## src/rtl/dac_regs_pkg.sv

```systemverilog
package dac_regs_pkg;

  localparam int NCH = 2;

  localparam logic [1:0] ADR_A    = 2'b00;
  localparam logic [1:0] ADR_NONE = 2'b01;
  localparam logic [1:0] ADR_BOTH = 2'b10;
  localparam logic [1:0] ADR_B    = 2'b11;

  typedef enum logic [2:0] {
    OP_HOLD,
    OP_CAPTURE,
    OP_XFER,
    OP_THRU,
    OP_CLEAR
  } op_e;

  // Clear dominates; otherwise the strobe levels pick the action.
  function automatic op_e decode_op(input logic clr_n, input logic wr_n, input logic load);
    op_e r;
    if (!clr_n)               r = OP_CLEAR;
    else if (!wr_n && !load)  r = OP_CAPTURE;
    else if (!wr_n &&  load)  r = OP_THRU;
    else if ( wr_n &&  load)  r = OP_XFER;
    else                      r = OP_HOLD;
    return r;
  endfunction

endpackage

```

## src/rtl/dac_strobe_sync.sv

```systemverilog
module dac_strobe_sync #(
  parameter int              W       = 3,
  parameter int              STAGES  = 2,
  parameter logic [W-1:0]    RST_VAL = '0
) (
  input  logic         clk,
  input  logic         rst_n,
  input  logic [W-1:0] d,
  output logic [W-1:0] q
);

  logic [STAGES-1:0][W-1:0] stg_q;
  logic [STAGES-1:0][W-1:0] stg_nxt;

  always_comb begin
    stg_nxt = {stg_q[STAGES-2:0], d};
  end

  always_ff @(posedge clk or negedge rst_n) begin
    if (!rst_n) begin
      for (int s = 0; s < STAGES; s++) stg_q[s] <= RST_VAL;
    end else begin
      stg_q <= stg_nxt;
    end
  end

  assign q = stg_q[STAGES-1];

endmodule

```

## src/rtl/dac_addr_decode.sv

```systemverilog
module dac_addr_decode
  import dac_regs_pkg::*;
(
  input  logic [1:0]     addr,
  output logic [NCH-1:0] sel
);

  always_comb begin
    unique case (addr)
      ADR_A:    sel = 2'b01;
      ADR_B:    sel = 2'b10;
      ADR_BOTH: sel = 2'b11;
      ADR_NONE: sel = 2'b00;
      default:  sel = 2'b00;
    endcase
  end

endmodule

```

## src/rtl/dac_chan_regs.sv

```systemverilog
module dac_chan_regs
  import dac_regs_pkg::*;
#(
  parameter int DW = 16
) (
  input  logic          clk,
  input  logic          rst_n,
  input  op_e           op,
  input  logic          sel,
  input  logic          mid_sel,
  input  logic [DW-1:0] data,
  output logic [DW-1:0] code,
  output logic          chg
);

  localparam logic [DW-1:0] PRESET_ZERO = '0;
  localparam logic [DW-1:0] PRESET_MID  = {1'b1, {(DW-1){1'b0}}};

  logic [DW-1:0] stage_q, stage_nxt;
  logic [DW-1:0] out_q,   out_nxt;
  logic          stage_en, out_en;
  logic [DW-1:0] preset;

  assign preset = mid_sel ? PRESET_MID : PRESET_ZERO;

  always_comb begin
    stage_nxt = stage_q;
    out_nxt   = out_q;
    stage_en  = 1'b0;
    out_en    = 1'b0;
    unique case (op)
      OP_CLEAR: begin
        stage_nxt = preset;
        out_nxt   = preset;
        stage_en  = 1'b1;
        out_en    = 1'b1;
      end
      OP_CAPTURE: begin
        stage_nxt = data;
        stage_en  = sel;
      end
      OP_XFER: begin
        out_nxt = stage_q;
        out_en  = sel;
      end
      OP_THRU: begin
        stage_nxt = data;
        out_nxt   = data;
        stage_en  = sel;
        out_en    = sel;
      end
      default: begin
        stage_en = 1'b0;
        out_en   = 1'b0;
      end
    endcase
  end

  always_ff @(posedge clk or negedge rst_n) begin
    if (!rst_n) begin
      stage_q <= '0;
      out_q   <= '0;
    end else begin
      if (stage_en) stage_q <= stage_nxt;
      if (out_en)   out_q   <= out_nxt;
    end
  end

  assign code = out_q;
  assign chg  = out_en && (out_nxt != out_q);

endmodule

```

## src/rtl/dual_dac_regs.sv

```systemverilog
module dual_dac_regs
  import dac_regs_pkg::*;
#(
  parameter int DW          = 16,
  parameter int SYNC_STAGES = 2
) (
  input  logic          clk,
  input  logic          rst_n,
  input  logic [DW-1:0] data_i,
  input  logic [1:0]    addr_i,
  input  logic          wr_n_i,
  input  logic          load_i,
  input  logic          clr_n_i,
  input  logic          mid_sel_i,
  output logic [DW-1:0] code_a_o,
  output logic [DW-1:0] code_b_o,
  output logic          upd_o
);

  // Strobe vector bit positions: [2] clear_n, [1] load, [0] write_n.
  localparam int          SW       = 3;
  localparam logic [SW-1:0] STRB_RST = 3'b001; // clear active, load low, write high

  logic [SW-1:0]  strb_s;
  logic [NCH-1:0] sel;
  logic [NCH-1:0] chg;
  logic [DW-1:0]  code [NCH];
  op_e            op;
  logic           upd_q, upd_nxt;

  dac_strobe_sync #(
    .W       (SW),
    .STAGES  (SYNC_STAGES),
    .RST_VAL (STRB_RST)
  ) u_sync (
    .clk   (clk),
    .rst_n (rst_n),
    .d     ({clr_n_i, load_i, wr_n_i}),
    .q     (strb_s)
  );

  assign op = decode_op(strb_s[2], strb_s[0], strb_s[1]);

  dac_addr_decode u_dec (
    .addr (addr_i),
    .sel  (sel)
  );

  for (genvar ch = 0; ch < NCH; ch++) begin : g_ch
    dac_chan_regs #(.DW(DW)) u_regs (
      .clk     (clk),
      .rst_n   (rst_n),
      .op      (op),
      .sel     (sel[ch]),
      .mid_sel (mid_sel_i),
      .data    (data_i),
      .code    (code[ch]),
      .chg     (chg[ch])
    );
  end

  always_comb begin
    upd_nxt = |chg;
  end

  always_ff @(posedge clk or negedge rst_n) begin
    if (!rst_n) upd_q <= 1'b0;
    else        upd_q <= upd_nxt;
  end

  assign code_a_o = code[0];
  assign code_b_o = code[1];
  assign upd_o    = upd_q;

endmodule

```

## config.mk

```make
export PLATFORM = sky130hd
export DESIGN_NAME = dual_dac_regs
export DESIGN_NICKNAME = d
export VERILOG_FILES = /design/src/rtl/dac_regs_pkg.sv /design/src/rtl/dac_strobe_sync.sv /design/src/rtl/dac_addr_decode.sv /design/src/rtl/dac_chan_regs.sv /design/src/rtl/dual_dac_regs.sv
export SDC_FILE = /design/constraint.sdc
export NUM_CORES = 1
export LEC_CHECK = 0
export ABC_AREA = 1
export BUFFER_PORTS_ARGS = -buffer_cell sky130_fd_sc_hd__buf_2
export CAP_MARGIN = 20
export CORE_MARGIN = 2
export CORE_UTILIZATION = 45
export CTS_BUF_LIST = sky130_fd_sc_hd__clkbuf_16
export DETAILED_ROUTE_END_ITERATION = 10
export GPL_TIMING_DRIVEN = 0
export PLACE_DENSITY = 0.64
export SETUP_SLACK_MARGIN = 0.4
export SYNTH_ARGS = -nofsm -noshare
export SYNTH_HDL_FRONTEND = slang
export SYNTH_SLANG_ARGS = --single-unit
```

## constraint.sdc

```tcl
create_clock -name clk -period 3.4 [get_ports clk]
set_input_delay 0 -clock clk [delete_from_list [all_inputs] [get_ports clk]]
set_output_delay 0 -clock clk [all_outputs]
set_load 0.02 [all_outputs]
```

==> results.py <==
metrics = {
    "synthesis": {
        "ys_seq_elements": 71,
        "yosys-top-cells-count": "nand2_1, nor2_1, dfrtp_1",
        "synth_area_leader_cell": "dfrtp_1",
        "synth-warning-count": 0,
        "synth.top_cell.area_share_pct": 44.1,
        "ys.flop_type": "dfrtp_1",
        "syn-num-nets": 547,
        "yosysSeqAreaShare_pct": 45.5,
        "ys_types": 23,
        "synth.most_common_cell": "nand2_1",
        "avgSynthCellArea_um2": 7.48,
        "synth_edf_count": 0,
        "netlist_area_um2": 3910,
        "synth-async-reset-ratio_pct": 100,
        "synth.area.top_cells": "dfrtp_1, nand2_1, nand4_1, nor2_1, o21ai_0",
        "synth_cells": 523,
    },
    "sta": {
        "post-route-period-util_pct": 59.9,
        "clock-skew-final_ns": 0.00454,
        "slew_headroom_pct": 40.2,
        "tns_ns": 0,
        "grt_setup_unrepaired": "no",
        "period_needed_ns": 2.04,
        "setup_viol": 0,
        "max_freq_ghz": 0.491,
        "slew_violations": 0,
        "hold_viol": 0,
        "worst_slew_pin_slew_ns": 0.897,
        "holdWs_ns": 0.00532,
        "fin_ws_ns": 1.36,
    },
    "placement": {
        "gp_congestion": 0.892,
        "place_area_um2": 4330,
        "port_buffers": 56,
        "hpwl_um": 8490,
        "post-place-ws_ns": 1.40,
        "placedCellCount": 687,
    },
    "cells_and_area": {
        "final_cells": 709,
        "num_antenna_cells": 0,
        "drive_above_1_share_pct": 17.1,
        "area_growth_pct": 19.1,
        "fin_nets": 623,
        "fin_area_um2": 4660,
    },
    "cts": {
        "cts.sinks": 71,
        "clockBufferDepth": 2,
        "ctsResizeCount": 0,
        "clock_latency_ns": 0.33,
        "cts_tree": "yes",
        "post_cts_buffers": 0,
        "htreeDepth": 3,
        "path_clk_slew_ns": 0.05,
        "cts-root-buf": "clkbuf_16",
        "cts.hold.buffers_added": 9,
        "numCtsBuffers": 9,
    },
    "power": {
        "cellPowerDensity_nw_per_um2": 479,
        "p_leak_uw": 0.00240,
        "vdd_drop_max_v": 0.000289,
    },
    "drt": {
        "wirelength_um": 12600,
        "drt_iter0_markers": 314,
        "vias": 4022,
        "drc": 0,
        "via_per_inst": 5.67,
        "wl_per_cell_um": 17.8,
        "first_pass_iters": 5,
        "antenna_left": 0,
    },
    "critical_path": {
        "critPathKind": "register to register",
        "cp_data_arrival_time_ns": 2.25,
        "critPathRequiredTime_ns": 3.61,
        "cp-start-kind": "register",
        "cp-end-kind": "register",
        "rrSetupSlack_ns": 1.36,
        "crit_path_max_fanout": 10,
    },
    "global_route": {
        "met2_usage_pct": 45.0,
        "grt_max_degree": 72,
        "grt_pass1_vias": 3859,
        "grt.total_usage_pct": 27.7,
        "grt_util_met1_pct": 38.4,
        "grt_pass1_wl_um": 20200,
        "grt_use_met3_pct": 4.24,
        "antenna_found_initial": 0,
        "busiest_layer": "met2",
        "grt-ovfl-total": 0,
    },
    "run": {
        "drv_cap": 0,
    },
    "status": {
        "status": "complete, no violations",
    },
    "floorplan": {
        "core-area_um2": 8590,
        "die_w_um": 97.3,
        "die_area_um2": 9460,
        "dieHeight_um": 97.3,
        "rows": 34,
        "io_pins": 57,
        "floorplan.initialDensity_pct": 45.5,
    },
    "hold_path": {
        "min_path_type": "input pin to register",
    },
}
[layout make-up]
class	instances	area, µm²
Clock buffer	9	225
Timing Repair Buffer	65	373
Buffer	29	176
Sequential cell	71	1780
Tap cell	108	135
Multi-Input combinational cell	392	1840
Clock inverter	4	16.3
Inverter	31	121
Fill cell	848	3930
[critical path: stages, from the launching register on]
cell and delay (ns):
dfrtp_1 0.37, buf_6 0.14, buf_2 0.18, o21ai_0 0.09, clkinv_1 0.33, nand2_1 0.14
o21ai_0 0.10, dlygate4sd3_1 0.57
[through the flow]
stage,total power [µW],utilization [%]
after floorplan,1260,-
after global placement,1420,50.4
after detailed placement,1430,50.4
after CTS,2240,54.3
after global routing,2340,54.3
final,2240,54.3
[cell families after synthesis]
family	synth area share (%)
AO/OA/AOI/OAI	8.82
flip-flops	45.5
buffers and inverters	7.61
multiplexers	0.575
AND/OR/NAND/NOR	37.5
[layer usage]
metal / part of all wire, % / up-vias / wire (µm)
met1: 43 / 1911 / 5420
met3: 8.1 / 25 / 1020
li1: - / 1893 / -
met5: 0 / - / 0
met2: 47 / 193 / 5890
met4: 2.2 / 0 / 277
[registers in the layout (all words and copies together) (netlist names)]
| signal | count |
|---|---|
| upd_o | 1 |
| u_sync.stg_nxt | 3 |
| u_sync.q | 3 |
| g_ch.u_regs.stage_q | 32 |
| g_ch.u_regs.code | 32 |
[worst paths after layout]
path / end / startpoint / cells past startpoint
max in group asynchronous: g_ch[0].u_regs.stage_q[12]$_DFFE_PN0P_ / rst_n / 2
worst min-delay path: g_ch[1].u_regs.stage_q[2]$_DFFE_PN0P_ / data_i[2] / 3
worst max-delay path: g_ch[0].u_regs.stage_q[1]$_DFFE_PN0P_ / u_sync.q[2]$_DFF_PN0_ / 7
min in group asynchronous: g_ch[1].u_regs.code[6]$_DFFE_PN0P_ / rst_n / 2
worst max register to register: g_ch[0].u_regs.stage_q[1]$_DFFE_PN0P_ / u_sync.q[2]$_DFF_PN0_ / 7
worst min register to register: u_sync.q[1]$_DFF_PN0_ / u_sync.stg_nxt[4]$_DFF_PN0_ / 0
[power breakdown]
| part | leakage, µW | switching (µW) | internal (µW) |
|---|---|---|---|
| Clock | 0.000120 | 333 | 472 |
| Sequential | 0.000893 | 56.3 | 914 |
| Combinational | 0.00139 | 306 | 154 |
[placed cells by master, fill, tap and decap left out]
| cell | instances |
|---|---|
| a21oi_1 | 28 |
| buf_2 | 67 |
| buf_4 | 4 |
| buf_6 | 4 |
| buf_8 | 1 |
| clkbuf_1 | 9 |
| clkbuf_16 | 9 |
| clkinv_1 | 5 |
| clkinv_2 | 1 |
| dfrtp_1 | 69 |
| dfstp_2 | 2 |
| dlygate4sd3_1 | 9 |
| inv_1 | 27 |
| inv_4 | 2 |
| mux2_2 | 2 |
| nand2_1 | 147 |
| nand2_2 | 6 |
| nand2_4 | 2 |
| nand3_1 | 29 |
| nand3_2 | 1 |
| nand3b_1 | 11 |
| nand4_1 | 47 |
| nor2_1 | 76 |
| nor2_8 | 2 |
| o21ai_0 | 39 |
| o21ai_1 | 2 |
Note: power is estimated with default switching activity, not from simulation.
